--- config.mk ---
export PLATFORM = sky130hd
export DESIGN_NAME = stackseq
export DESIGN_NICKNAME = d
export VERILOG_FILES = /design/src/rtl/stackseq_pkg.sv /design/src/rtl/stackseq_ctrl.sv /design/src/rtl/stackseq_datapath.sv /design/src/rtl/stackseq.sv
export SDC_FILE = /design/constraint.sdc
export NUM_CORES = 1
export LEC_CHECK = 0
export ABC_AREA = 1
export BUFFER_PORTS_ARGS = -buffer_cell sky130_fd_sc_hd__buf_4
export CAP_MARGIN = 40
export CORE_ASPECT_RATIO = 1.75
export CORE_MARGIN = 2
export CORE_UTILIZATION = 40
export CTS_CLUSTER_DIAMETER = 50
export DETAILED_ROUTE_END_ITERATION = 8
export SKIP_CTS_REPAIR_TIMING = 1
export SKIP_LAST_GASP = 1
export SLEW_MARGIN = 10
export SYNTH_ARGS = -nofsm -noshare
export SYNTH_HDL_FRONTEND = slang
export SYNTH_SLANG_ARGS = --single-unit
--- constraint.sdc ---
create_clock -name clk -period 3.2 [get_ports clk]
set_input_delay 0.64 -clock clk [delete_from_list [all_inputs] [get_ports clk]]
set_output_delay 0.64 -clock clk [all_outputs]
set_load 0.02 [all_outputs]
--- src/rtl/stackseq_pkg.sv ---
package stackseq_pkg;

  typedef enum logic [2:0] {
    OP_SIMPLE = 3'd0,
    OP_PUSH   = 3'd1,
    OP_PULL   = 3'd2,
    OP_RETURN = 3'd3,
    OP_SP2IX  = 3'd4,
    OP_IX2SP  = 3'd5
  } opCode_e;

  typedef enum logic [1:0] {
    ASEL_OPC  = 2'd0,
    ASEL_OPC1 = 2'd1,
    ASEL_SP   = 2'd2,
    ASEL_IX   = 2'd3
  } addrSel_e;

  // control -> datapath strobes for one bus cycle
  typedef struct packed {
    addrSel_e addrSel;
    logic     vma;
    logic     rd;
    logic     drive;
    logic     spInc;
    logic     spDec;
    logic     spFromIx;
    logic     ixFromSp;
    logic     accLoad;
    logic     hiLoad;
    logic     pcRet;
    logic     pcNext;
    logic     capture;
  } strobe_t;

  localparam int MAX_CYCLES = 5;

endpackage

--- src/rtl/stackseq_ctrl.sv ---
module stackseq_ctrl
  import stackseq_pkg::*;
(
  input  logic       clk,
  input  logic       rstN,
  input  logic       start,
  input  logic [2:0] op,
  output strobe_t    stb,
  output logic       busy,
  output logic       done
);

  localparam int CW = $clog2(MAX_CYCLES + 1);

  logic [CW-1:0] cycle;
  opCode_e       opReg;
  logic [CW-1:0] cycLen;

  always_comb begin
    case (opReg)
      OP_PUSH, OP_PULL, OP_SP2IX, OP_IX2SP: cycLen = CW'(4);
      OP_RETURN:                            cycLen = CW'(5);
      default:                              cycLen = CW'(2);
    endcase
  end

  assign busy = (cycle != '0);
  assign done = busy && (cycle == cycLen);

  always_ff @(posedge clk or negedge rstN) begin
    if (!rstN) begin
      cycle <= '0;
      opReg <= OP_SIMPLE;
    end else if (!busy) begin
      if (start) begin
        cycle <= CW'(1);
        opReg <= opCode_e'(op);
      end
    end else if (done) begin
      cycle <= '0;
    end else begin
      cycle <= cycle + CW'(1);
    end
  end

  always_comb begin
    stb          = '0;
    stb.addrSel  = ASEL_OPC;
    stb.rd       = 1'b1;
    stb.capture  = !busy && start;
    case (cycle)
      CW'(1): stb.vma = 1'b1;
      CW'(2): begin
        stb.addrSel = ASEL_OPC1;
        stb.vma     = 1'b1;
        stb.pcNext  = done;
      end
      CW'(3): begin
        case (opReg)
          OP_PUSH: begin
            stb.addrSel = ASEL_SP;
            stb.vma     = 1'b1;
            stb.rd      = 1'b0;
            stb.drive   = 1'b1;
            stb.spDec   = 1'b1;
          end
          OP_PULL, OP_RETURN: begin
            stb.addrSel = ASEL_SP;
            stb.spInc   = 1'b1;
          end
          OP_SP2IX: begin
            stb.addrSel  = ASEL_SP;
            stb.ixFromSp = 1'b1;
          end
          OP_IX2SP: begin
            stb.addrSel  = ASEL_IX;
            stb.spFromIx = 1'b1;
          end
          default: ;
        endcase
      end
      CW'(4): begin
        stb.pcNext = (opReg != OP_RETURN);
        case (opReg)
          OP_PUSH, OP_IX2SP: stb.addrSel = ASEL_SP;
          OP_SP2IX:          stb.addrSel = ASEL_IX;
          OP_PULL: begin
            stb.addrSel = ASEL_SP;
            stb.vma     = 1'b1;
            stb.accLoad = 1'b1;
          end
          OP_RETURN: begin
            stb.addrSel = ASEL_SP;
            stb.vma     = 1'b1;
            stb.hiLoad  = 1'b1;
            stb.spInc   = 1'b1;
          end
          default: ;
        endcase
      end
      CW'(5): begin
        stb.addrSel = ASEL_SP;
        stb.vma     = 1'b1;
        stb.pcRet   = 1'b1;
      end
      default: ;
    endcase
  end

  // the last cycle always returns to idle
  a_r3_done_then_idle: assert property (@(posedge clk) disable iff (!rstN)
    done |=> !busy);
  // a running sequence only ever steps forward, whatever start does
  a_r11_steps_forward: assert property (@(posedge clk) disable iff (!rstN)
    (busy && !done) |=> (busy && cycle == $past(cycle) + CW'(1)));
  // a write cycle is always a valid, driven cycle
  a_r9_write_valid: assert property (@(posedge clk) disable iff (!rstN)
    !stb.rd |-> (stb.vma && stb.drive));
  // no instruction runs past five cycles
  a_r3_max_len: assert property (@(posedge clk) disable iff (!rstN)
    cycle <= CW'(MAX_CYCLES));

endmodule

--- src/rtl/stackseq_datapath.sv ---
module stackseq_datapath
  import stackseq_pkg::*;
#(
  parameter int              ADDR_W   = 16,
  parameter int              DATA_W   = 8,
  parameter logic [ADDR_W-1:0] SP_INIT  = 16'h00F0,
  parameter logic [ADDR_W-1:0] IX_INIT  = 16'h0000,
  parameter logic [DATA_W-1:0] ACC_INIT = 8'h5A,
  parameter logic [ADDR_W-1:0] PC_INIT  = 16'h0000
) (
  input  logic              clk,
  input  logic              rstN,
  input  strobe_t           stb,
  input  logic [ADDR_W-1:0] opcAddrIn,
  input  logic [DATA_W-1:0] dataIn,
  output logic [ADDR_W-1:0] addr,
  output logic              vma,
  output logic              rw,
  output logic [DATA_W-1:0] dataOut,
  output logic              dataOe,
  output logic [ADDR_W-1:0] sp,
  output logic [ADDR_W-1:0] ix,
  output logic [DATA_W-1:0] acc,
  output logic [ADDR_W-1:0] pc
);

  localparam logic [ADDR_W-1:0] ONE = ADDR_W'(1);

  logic [ADDR_W-1:0] opcAddr;
  logic [DATA_W-1:0] hiByte;

  always_comb begin
    case (stb.addrSel)
      ASEL_OPC1: addr = opcAddr + ONE;
      ASEL_SP:   addr = sp;
      ASEL_IX:   addr = ix;
      default:   addr = opcAddr;
    endcase
  end

  assign vma     = stb.vma;
  assign rw      = stb.rd;
  assign dataOe  = stb.drive;
  assign dataOut = stb.drive ? acc : '0;

  always_ff @(posedge clk or negedge rstN) begin
    if (!rstN) begin
      opcAddr <= PC_INIT;
      hiByte  <= '0;
      sp      <= SP_INIT;
      ix      <= IX_INIT;
      acc     <= ACC_INIT;
      pc      <= PC_INIT;
    end else begin
      if (stb.capture)  opcAddr <= opcAddrIn;
      if (stb.hiLoad)   hiByte  <= dataIn;
      if (stb.accLoad)  acc     <= dataIn;
      if (stb.spInc)         sp <= sp + ONE;
      else if (stb.spDec)    sp <= sp - ONE;
      else if (stb.spFromIx) sp <= ix - ONE;
      if (stb.ixFromSp) ix <= sp + ONE;
      if (stb.pcRet)       pc <= {hiByte, dataIn};
      else if (stb.pcNext) pc <= opcAddr + ONE;
    end
  end

  // the push write lands at the current stack pointer with the accumulator
  a_r4_write_at_sp: assert property (@(posedge clk) disable iff (!rstN)
    !rw |-> (addr == sp && dataOut == acc && dataOe));
  // the cycle after a push write sees the stack pointer one lower
  a_r4_sp_dec: assert property (@(posedge clk) disable iff (!rstN)
    !rw |=> (sp == $past(sp) - ONE));
  // return target is assembled from the two stack reads
  a_r6_pc_from_stack: assert property (@(posedge clk) disable iff (!rstN)
    stb.pcRet |=> (pc == {$past(hiByte), $past(dataIn)}));
  // the index transfer leaves the stack pointer alone
  a_r7_sp_kept: assert property (@(posedge clk) disable iff (!rstN)
    stb.ixFromSp |=> (ix == $past(sp) + ONE && sp == $past(sp)));

endmodule

--- src/rtl/stackseq.sv ---
module stackseq
  import stackseq_pkg::*;
#(
  parameter int                ADDR_W   = 16,
  parameter int                DATA_W   = 8,
  parameter logic [ADDR_W-1:0] SP_INIT  = 16'h00F0,
  parameter logic [ADDR_W-1:0] IX_INIT  = 16'h0000,
  parameter logic [DATA_W-1:0] ACC_INIT = 8'h5A,
  parameter logic [ADDR_W-1:0] PC_INIT  = 16'h0000
) (
  input  logic              clk,
  input  logic              rstN,
  input  logic              start,
  input  logic [2:0]        op,
  input  logic [ADDR_W-1:0] opcAddrIn,
  input  logic [DATA_W-1:0] dataIn,
  output logic [ADDR_W-1:0] addr,
  output logic              vma,
  output logic              rw,
  output logic [DATA_W-1:0] dataOut,
  output logic              dataOe,
  output logic              busy,
  output logic              done,
  output logic [ADDR_W-1:0] sp,
  output logic [ADDR_W-1:0] ix,
  output logic [DATA_W-1:0] acc,
  output logic [ADDR_W-1:0] pc
);

  strobe_t stb;

  stackseq_ctrl uCtrl (
    .clk   (clk),
    .rstN  (rstN),
    .start (start),
    .op    (op),
    .stb   (stb),
    .busy  (busy),
    .done  (done)
  );

  stackseq_datapath #(
    .ADDR_W   (ADDR_W),
    .DATA_W   (DATA_W),
    .SP_INIT  (SP_INIT),
    .IX_INIT  (IX_INIT),
    .ACC_INIT (ACC_INIT),
    .PC_INIT  (PC_INIT)
  ) uDp (
    .clk       (clk),
    .rstN      (rstN),
    .stb       (stb),
    .opcAddrIn (opcAddrIn),
    .dataIn    (dataIn),
    .addr      (addr),
    .vma       (vma),
    .rw        (rw),
    .dataOut   (dataOut),
    .dataOe    (dataOe),
    .sp        (sp),
    .ix        (ix),
    .acc       (acc),
    .pc        (pc)
  );

  // the first cycle of an instruction is a valid read
  a_r2_first_fetch: assert property (@(posedge clk) disable iff (!rstN)
    $rose(busy) |-> (vma && rw));
  // the second cycle presents the following address
  a_r2_second_fetch: assert property (@(posedge clk) disable iff (!rstN)
    $rose(busy) |=> (addr == $past(addr) + ADDR_W'(1) && vma && rw));
  // nothing valid on the bus while idle
  a_r1_idle_quiet: assert property (@(posedge clk) disable iff (!rstN)
    !busy |-> (!vma && rw && !dataOe));

endmodule

==> Word level (Yosys, flattened, before mapping) <==
Index checks and enable logic that the tools add are counted.
{ "totals": {"regBits": 86, "inputBits": 30, "word_cells": 70} }
{ "op_classes": {"add_sub_neg": 5, "n_eq_ne": 15, "mux": 28, "n_bitwise": 1, "reduce_logical": 13} }
{ "ops": {"columns": ["operator", "n"], "rows": [
  ["two-way mux 16 bit", 5],
  ["case mux 16 bit (3 select lines)", 1],
  ["adder 16 x 1 -> 16 bit (second input constant)", 2],
  ["subtractor 16 x 1 -> 16 bit (second input constant)", 2],
  ["two-way mux 3 bit", 5],
  ["equality test 3 x 2 -> 1 bit (second input constant)", 4],
  ["equality test 3 bit (second input constant)", 4],
  ["OR reduction 4 bit", 3],
  ["two-way mux 8 bit", 1],
  ["case mux 2 bit (2 select lines)", 2],
  ["case mux 2 bit (4 select lines)", 1],
  ["two-way mux 1 bit", 7],
  ["equality test 3 x 1 -> 1 bit (second input constant)", 2],
  ["case mux 3 bit (2 select lines)", 1],
  ["nonzero test 3 bit", 2],
  ["equality test 2 bit (second input constant)", 2],
  ["two-way mux 2 bit", 2],
  ["case mux 1 bit (2 select lines)", 2],
  ["nonzero test 2 bit", 2],
  ["adder 3 x 1 -> 3 bit (second input constant)", 1],
  ["equality test 3 bit", 1],
  ["inequality test 3 x 2 -> 1 bit (second input constant)", 1],
  ["case mux 1 bit (3 select lines)", 1],
  ["OR reduction 3 bit", 1],
  ["other kinds (6)", 7]
]} }

==> Longest topological paths before layout <==
Gate-level depths: netlist of the first run.
{ "depth": {"word_depth": 8, "depth_mapped": 16, "mapped_depth_nobuf": 15} }

==> By module <==
A second synthesis of the first run with hierarchy kept.
{ "unflattened": {"cells_unflattened": 787, "hier_area_um2": 5689.2} }
{ "by_module_without_submodules": {"columns": ["mod", "instances", "cells_each", "area_per_inst_um2", "seq_area_each_um2"], "rows": [
  ["stackseq_datapath", 1, 702, 5116.2, 2011.9],
  ["stackseq_ctrl", 1, 85, 573.0, 150.1]
]} }

==> Worst setup path before layout of the first run <==
Ideal clock, no wire load.
{ "synth_path": {"path_kind": "reg-to-output", "start": "register uCtrl.cycle[1]", "end": "output addr[3]", "arrival_time_ps": 2053, "t_required_ps": 2560, "slack_ps": 507, "stages_incl_launch_ff": 14, "path_cell_list": "dfrtp_1 -> ha_1 -> ha_1 -> inv_2 -> nor2_4 -> nand2_1 -> nor2_1 -> nor2_1 -> nand2_1 -> inv_2 -> nand3_2 -> inv_2 -> buf_2 -> a22oi_1"} }
{ "synth_via": {"elab_chain_len": 4, "word_cells_on_any_way": 9, "cone_classes": "7 x eq/ne; 2 x mux"} }
{ "synth_rtl": {"columns": ["element", "line", "rtl"], "rows": [
  ["start, declared", "stackseq_ctrl.sv:15", "logic [CW-1:0] cycle;"],
  ["start signal, assigned", "stackseq_ctrl.sv:42", "cycle <= cycle + CW'(1);"],
  ["equality test 3 bit / equality test 3 x 2 -> 1 bit (equally long branches)", "stackseq_ctrl.sv:51", "case (cycle)"],
  ["case mux 2 bit (4 select lines) (*)", "stackseq_ctrl.sv:51", null],
  ["equality test 2 bit / equality test 2 x 1 -> 1 bit (equally long branches)", "stackseq_datapath.sv:33", "case (stb.addrSel)"],
  ["case mux 16 bit (3 select lines) (*)", "stackseq_datapath.sv:33", null],
  ["end, declared", "stackseq.sv:17", "output logic [ADDR_W-1:0] addr,"]
]} }
Every way passes the cells marked *; elsewhere a longest branch is shown, timed or not.

==> Worst setup path after layout of the first run <==
{ "layout_path": {"start": "register uCtrl.cycle[0]", "end": "output addr[0]"} }
The elaborated chain is that of the path after synthesis.

==> impl_metrics.env, run 1 <==
export IMPL_clk_pin_slew_ps=70
export IMPL_max_vdd_ir_drop_mv=0.497
export IMPL_tightest_slew_ps=576
export IMPL_crit_type="register to output pin"
export IMPL_clock_latency_ps=340
export IMPL_synth_edf_count=0
export IMPL_setup_viol=0
export IMPL_syn_area_sq_um=5870
export IMPL_synth_warnings=0
export IMPL_ys_ff_latch=86
export IMPL_yosys_top_cells_area="dfrtp_1 33%, nand2_1 15%, nand3_1 5.9%, inv_1 5.3%, o21ai_0 4.3%"
export IMPL_die_h_microns=164
export IMPL_finalHoldViolCount=0
export IMPL_diodes=0
export IMPL_core_area_sq_um=14400
export IMPL_synth_nets=850
export IMPL_worst_hold_slack_ps=287
export IMPL_vias=5717
export IMPL_dpl_hpwl_microns=14600
export IMPL_die_area_sq_um=15700
export IMPL_io_buffer_count=114
export IMPL_fin_ws_ps=86.1
export IMPL_wirelength_microns=18900
export IMPL_grtUsageTotal_pct=24.9
export IMPL_htreeDepth=3
export IMPL_async_reset_ff_share_pct=100
export IMPL_leakagePower_nw=3.86
export IMPL_synth_top_area_cell="dfrtp_1"
export IMPL_ys_flop_type="dfrtp_1"
export IMPL_yosysSeqAreaShare_pct=36.8
export IMPL_cts_buffers=9
export IMPL_max_cap_violations=0
export IMPL_drive_gt1_share_pct=27.0
export IMPL_max_freq_ghz=0.321
export IMPL_met3_usage_pct=3.67
export IMPL_worst_clock_skew_ps=7.50
export IMPL_grt_busiest_layer="met2"
export IMPL_min_path_type="input pin to async pin"
export IMPL_cts_root_buf="clkbuf_16"
export IMPL_status="complete, no violations"
export IMPL_use_met2_pct=46.0
export IMPL_ff2ff_path_depth=14
export IMPL_synth_top_area_share_pct=33.3
export IMPL_relSlewSlack_pct=61.6
export IMPL_overflow=0
export IMPL_cp_arrival_ps=2470
export IMPL_dp_cells=1092
export IMPL_remaining_drc_errors=0
export IMPL_period_share_pct=97.3
export IMPL_num_rows=58
export IMPL_ys_types=42
export IMPL_gp_congestion=0.991
export IMPL_gr_usage_met1_pct=27.1
export IMPL_crit_path_max_fanout=12
export IMPL_clock_path_buffers=2
export IMPL_cts_sinks=86
export IMPL_power_mw=8.87
export IMPL_grt_max_degree=41
export IMPL_die_w_microns=95.6
export IMPL_vias_per_cell=5.15
export IMPL_area_growth_pct=25.2
export IMPL_antenna_found_initial=0
export IMPL_synth_area_per_cell_sq_um=7.23
export IMPL_grt_pass1_vias=5805
export IMPL_drt_initial_drc_count=217
export IMPL_fill_cells=1464
export IMPL_post_route_min_period_ps=3110
export IMPL_endpoint_kind="output pin"
export IMPL_ant_nets=0
export IMPL_crit_path_start_kind="register"
export IMPL_wl_per_cell_microns=17.0
export IMPL_start_util_pct=40.8
export IMPL_final_nets=963
export IMPL_p_per_area_nw_per_um2=1210
export IMPL_drtPass1Iterations=5
export IMPL_grt_pass1_wl_microns=29600
export IMPL_synth_cells=812
export IMPL_cts_tree="built"
export IMPL_cp_required_ps=2560
export IMPL_dp_slack_ps=307
export IMPL_io_pins=115
export IMPL_stdcell_count=1110
export IMPL_slew_viol_final=0
-- cells by family after synthesis --
family | Yosys count | share of synthesized area [%]
AOI/OAI and AO/OA | 126 | 12.2
muxes | 7 | 1.34
buffers and inverters | 125 | 9.40
and+or+nand+nor | 441 | 35.7
adders and majority gates | 8 | 1.71
DFF | 86 | 36.8
xor gates and xnor gates | 19 | 2.84
-- power by group --
part	internal (mW)	switching, mW	leakage (nW)
Sequential	1.63	0.627	1.01
Clock	0.778	0.487	0.174
Combinational	1.97	3.37	2.68
-- through the flow --
step	TNS, ps	utilization (%)	instance area, sq um
after floorplan	0	-	5870
after global placement	0	47.8	6870
after detailed placement	0	47.8	6870
after CTS	-486	50.3	7230
after global routing	-5.94	51.1	7350
final	0	51.1	7350
-- layout make-up --
type	instances	area [sq um]	share of cell area, %
clock buffer	9	225	3.06
clock inverter	7	130	1.77
inverter	96	375	5.11
multi-input combinational	601	3240	44.1
sequential	86	2160	29.4
tap	180	225	3.06
timing repair buffer	131	987	13.4
-- cells in the mapped netlist, types with 9 or more instances --
cell type / instances
buf_2: 10
nand2_1: 238
nand2_2: 16
a21oi_1: 34
nor2_1: 59
o2111ai_1: 10
xor2_1: 17
nor2_2: 10
clkbuf_1: 10
nand2_4: 9
o21ai_0: 51
inv_2: 12
o21ai_1: 12
inv_1: 83
dfrtp_1: 78
nand3_1: 69
-- sequential cells by signal, indices dropped and copies added, names as in the netlist --
name,count
uDp.opcAddr,16
uCtrl.cycle,3
uDp.pc,16
uDp.hiByte,8
uDp.ix,16
uCtrl.opReg,3
uDp.acc,8
uDp.sp,16
-- placed cells by master, fill, tap and decap left out, types with 2 or more instances in the layout --
cell type  netlist  final
nand3_1         69     69
clkinv_4         0      2
clkbuf_16        0      9
a22oi_1          3      2
mux2_2           7      7
nor2_1          59     59
o21bai_1         2      2
or2_2            4      4
o21ai_2          2      2
o21ai_0         51     49
o2111ai_1       10      8
nand4_1          6      6
dfrtp_1         78     77
bufinv_16        0      3
a21oi_2          2      2
inv_8            0      3
nand2_4          9     12
ha_1             8      6
o21ai_1         12     13
nand3_2          8      7
a21oi_1         34     34
nand3_4          5      6
nand2_2         16     16
xnor2_1          2      2
buf_4            2    130
inv_2           12     11
nand2_1        238    235
dfstp_2          8      8
inv_1           83     81
o22ai_1          4      4
ha_4             0      2
a31oi_1          4      4
o2111ai_2        0      2
nor3_1           7      7
xor2_1          17     17
nor2_4           7      8
nor2_2          10      9
-- metal layers --
| layer | share of wire [%] | routed length (microns) |
|---|---|---|
| met1 | 37 | 6960 |
| met2 | 54 | 10200 |
| met3 | 4.7 | 890 |
| met4 | 4.2 | 790 |
| met5 | 0 | 0 |
-- path summary, 6_finish.rpt --
check	start	end	slack, ps
max	uCtrl.cycle[0]	addr[0]	90
min	rstN	uDp.acc[2]	290
max reg2reg	uCtrl.cycle[0]	uDp.sp[10]	400
min reg2reg	uDp.hiByte[2]	uDp.hiByte[2]	490
max in group asynchronous	rstN	uDp.acc[6]	2150
min in group clk	uDp.hiByte[2]	uDp.hiByte[2]	490
-- critical path, stage by stage (launching register included) --
cell     delay (ps)
dfrtp_1         440
inv_2            90
ha_1            250
nand2_2         120
inv_1           100
o21ai_4         210
nand2_4         110
nand2_4         140
inv_6            70
nand2_1          50
o21ai_0          80
a21oi_1         120
o21ai_0         150
buf_4           190
(Power assumes the default switching activity.)
==> run 2: changes to the inputs <==
SLEW_MARGIN = 15   (was 10)
clock period = 3.9 ns   (was 3.2 ns; I/O delays follow)
==> run 2 against run 1 <==
  * Via count decreased by 1.2%
  * Register-to-register slack improved by 460 ps
  * Sequential power decreased by 19%
  * Clock-buffer cell count unchanged
  * Global-route usage decreased by 0.37 points
  * Worst setup slack improved by 240 ps
  * Die area unchanged
  * Wire length decreased by 2.8%
  * Combinational power decreased by 21%
  * Highest routed layer unchanged
==> impl_metrics.env, run 2 (same netlist as run 1, synthesis figures left out) <==
export IMPL_cts_sinks=86
export IMPL_drt_initial_drc_count=197
export IMPL_drtPass1Iterations=5
export IMPL_switching_power_mw=3.61
export IMPL_final_nets=955
export IMPL_cp_slowest_stage_delay_ps=470
export IMPL_cts_tree="built"
export IMPL_rsz0062_at_grt="no"
export IMPL_cp_arrival_ps=2790
export IMPL_ant_nets=0
export IMPL_pwr_share_clk_pct=12.5
export IMPL_final_cell_mix="238 x nand2_1, 122 x buf_4, 83 x inv_1"
export IMPL_stdcell_count=1102
export IMPL_vias=5651
export IMPL_slowest_stage="nor2_2"
export IMPL_die_h_microns=164
export IMPL_fill_cells=1456
export IMPL_gp_congestion=0.962
export IMPL_met3_usage_pct=3.90
export IMPL_max_cap_violations=0
export IMPL_cts_buffers=9
export IMPL_grt_pass1_vias=5716
export IMPL_cts_root_buf="clkbuf_16"
export IMPL_status="complete, no violations"
export IMPL_diodes=0
export IMPL_multi_input_area_sq_um=3150
export IMPL_grt_max_degree=47
export IMPL_power_frac_comb_pct=60.9
export IMPL_clock_latency_ps=350
export IMPL_area_growth_pct=21.4
export IMPL_htreeDepth=3
export IMPL_clk_pin_slew_ps=70
export IMPL_max_freq_ghz=0.280
export IMPL_clock_path_buffers=2
export IMPL_vias_per_cell=5.13
export IMPL_p_per_area_nw_per_um2=971
export IMPL_worst_hold_slack_ps=450
export IMPL_overflow=0
export IMPL_dp_cells=1086
export IMPL_seq_area_sq_um=2160
export IMPL_cp_required_ps=3120
export IMPL_r2r_start="uCtrl.cycle[1]"
export IMPL_drive_gt1_share_pct=25.1
export IMPL_gr_usage_met1_pct=26.8
export IMPL_power_mw=6.92
export IMPL_min_path_type="input pin to async pin"
export IMPL_ff2ff_setup_slack_ps=860
export IMPL_grtUsageTotal_pct=24.5
export IMPL_grt_busiest_layer="met2"
export IMPL_setup_viol=0
export IMPL_ff2ff_path_depth=15
export IMPL_endpoint_kind="output pin"
export IMPL_critical_path_top_delay_family="simple AND/OR/NAND/NOR gates"
export IMPL_worst_clock_skew_ps=10.5
export IMPL_crit_type="register to output pin"
export IMPL_dpl_hpwl_microns=14200
export IMPL_final_common_cell="nand2_1"
export IMPL_num_rows=58
export IMPL_wirelength_microns=18300
export IMPL_io_buffer_count=114
export IMPL_post_route_min_period_ps=3570
export IMPL_slew_viol_final=0
export IMPL_io_pins=115
export IMPL_swShare_pct=52.1
export IMPL_use_met2_pct=45.1
export IMPL_seqPwrFrac_pct=26.6
export IMPL_max_vdd_ir_drop_mv=0.356
export IMPL_postLayoutCoreUtil_pct=49.6
export IMPL_critPathBufInv=3
export IMPL_grt_pass1_wl_microns=29400
export IMPL_core_area_sq_um=14400
export IMPL_crit_chain="ha_1 -> ha_1 -> inv_2 -> nor2_4 -> nand2_1 -> nor2_1 -> nor2_1 -> nand2_1 -> inv_2 -> nor2_2 -> o21ai_0 -> o2111ai_1 -> buf_4"
export IMPL_finalHoldViolCount=0
export IMPL_period_share_pct=91.6
export IMPL_crit_path_max_fanout=15
export IMPL_tightest_slew_ps=641
export IMPL_antenna_found_initial=0
export IMPL_relSlewSlack_pct=57.2
export IMPL_setup_tns_ps=0
export IMPL_die_w_microns=95.6
export IMPL_leakagePower_nw=3.77
export IMPL_start_util_pct=40.8
export IMPL_crit_path_start_kind="register"
export IMPL_wl_per_cell_microns=16.6
export IMPL_reg2reg_to="uDp.sp[8]"
export IMPL_die_area_sq_um=15700
export IMPL_remaining_drc_errors=0
export IMPL_cell_internal_pwr_mw=3.32
==> run 2: worst max-delay path by stage <==
stage,slack (ps),depth (start not counted),to,startpoint
final,330,13,addr[11],uCtrl.cycle[1]
after global routing,20,13,addr[11],uCtrl.cycle[1]
after CTS,310,13,addr[11],uCtrl.cycle[1]
after detailed placement,690,13,addr[11],uCtrl.cycle[1]
after global placement,770,14,addr[0],uCtrl.cycle[1]
after floorplan,1070,13,addr[3],uCtrl.cycle[1]
==> run 2: per-stage QoR <==
stage,setup slack (ps),area (sq um)
floorplan,1070,5870
global placement,773,6820
detailed placement,691,6830
CTS,307,7130
global route,18.4,7130
finish,326,7130
==> run 2: per-layer routing <==
| layer | part of all wire, % | vias up |
|---|---|---|
| met2 | 54 | 167 |
| met4 | 3.9 | 0 |
| met5 | 0 | - |
| met1 | 37 | 2602 |
| met3 | 4.3 | 43 |
| li1 | - | 2839 |
==> run 2: layout make-up <==
cell class	count	area share, %
timing repair buffer	123	13.1
tap	180	3.16
clock inverter	7	0.966
multi-input combinational	601	44.3
sequential	86	30.3
clock buffer	9	3.16
inverter	96	5.06
==> run 2: power by group through the flow <==
stage	logic [mW]	registers (mW)	clock network, mW
floorplan	2.56	2.01	0
global placement	4.19	1.85	0
detailed placement	4.22	1.85	0
CTS	4.23	1.84	0.881
global route	4.66	1.90	0.920
finish	4.22	1.84	0.866
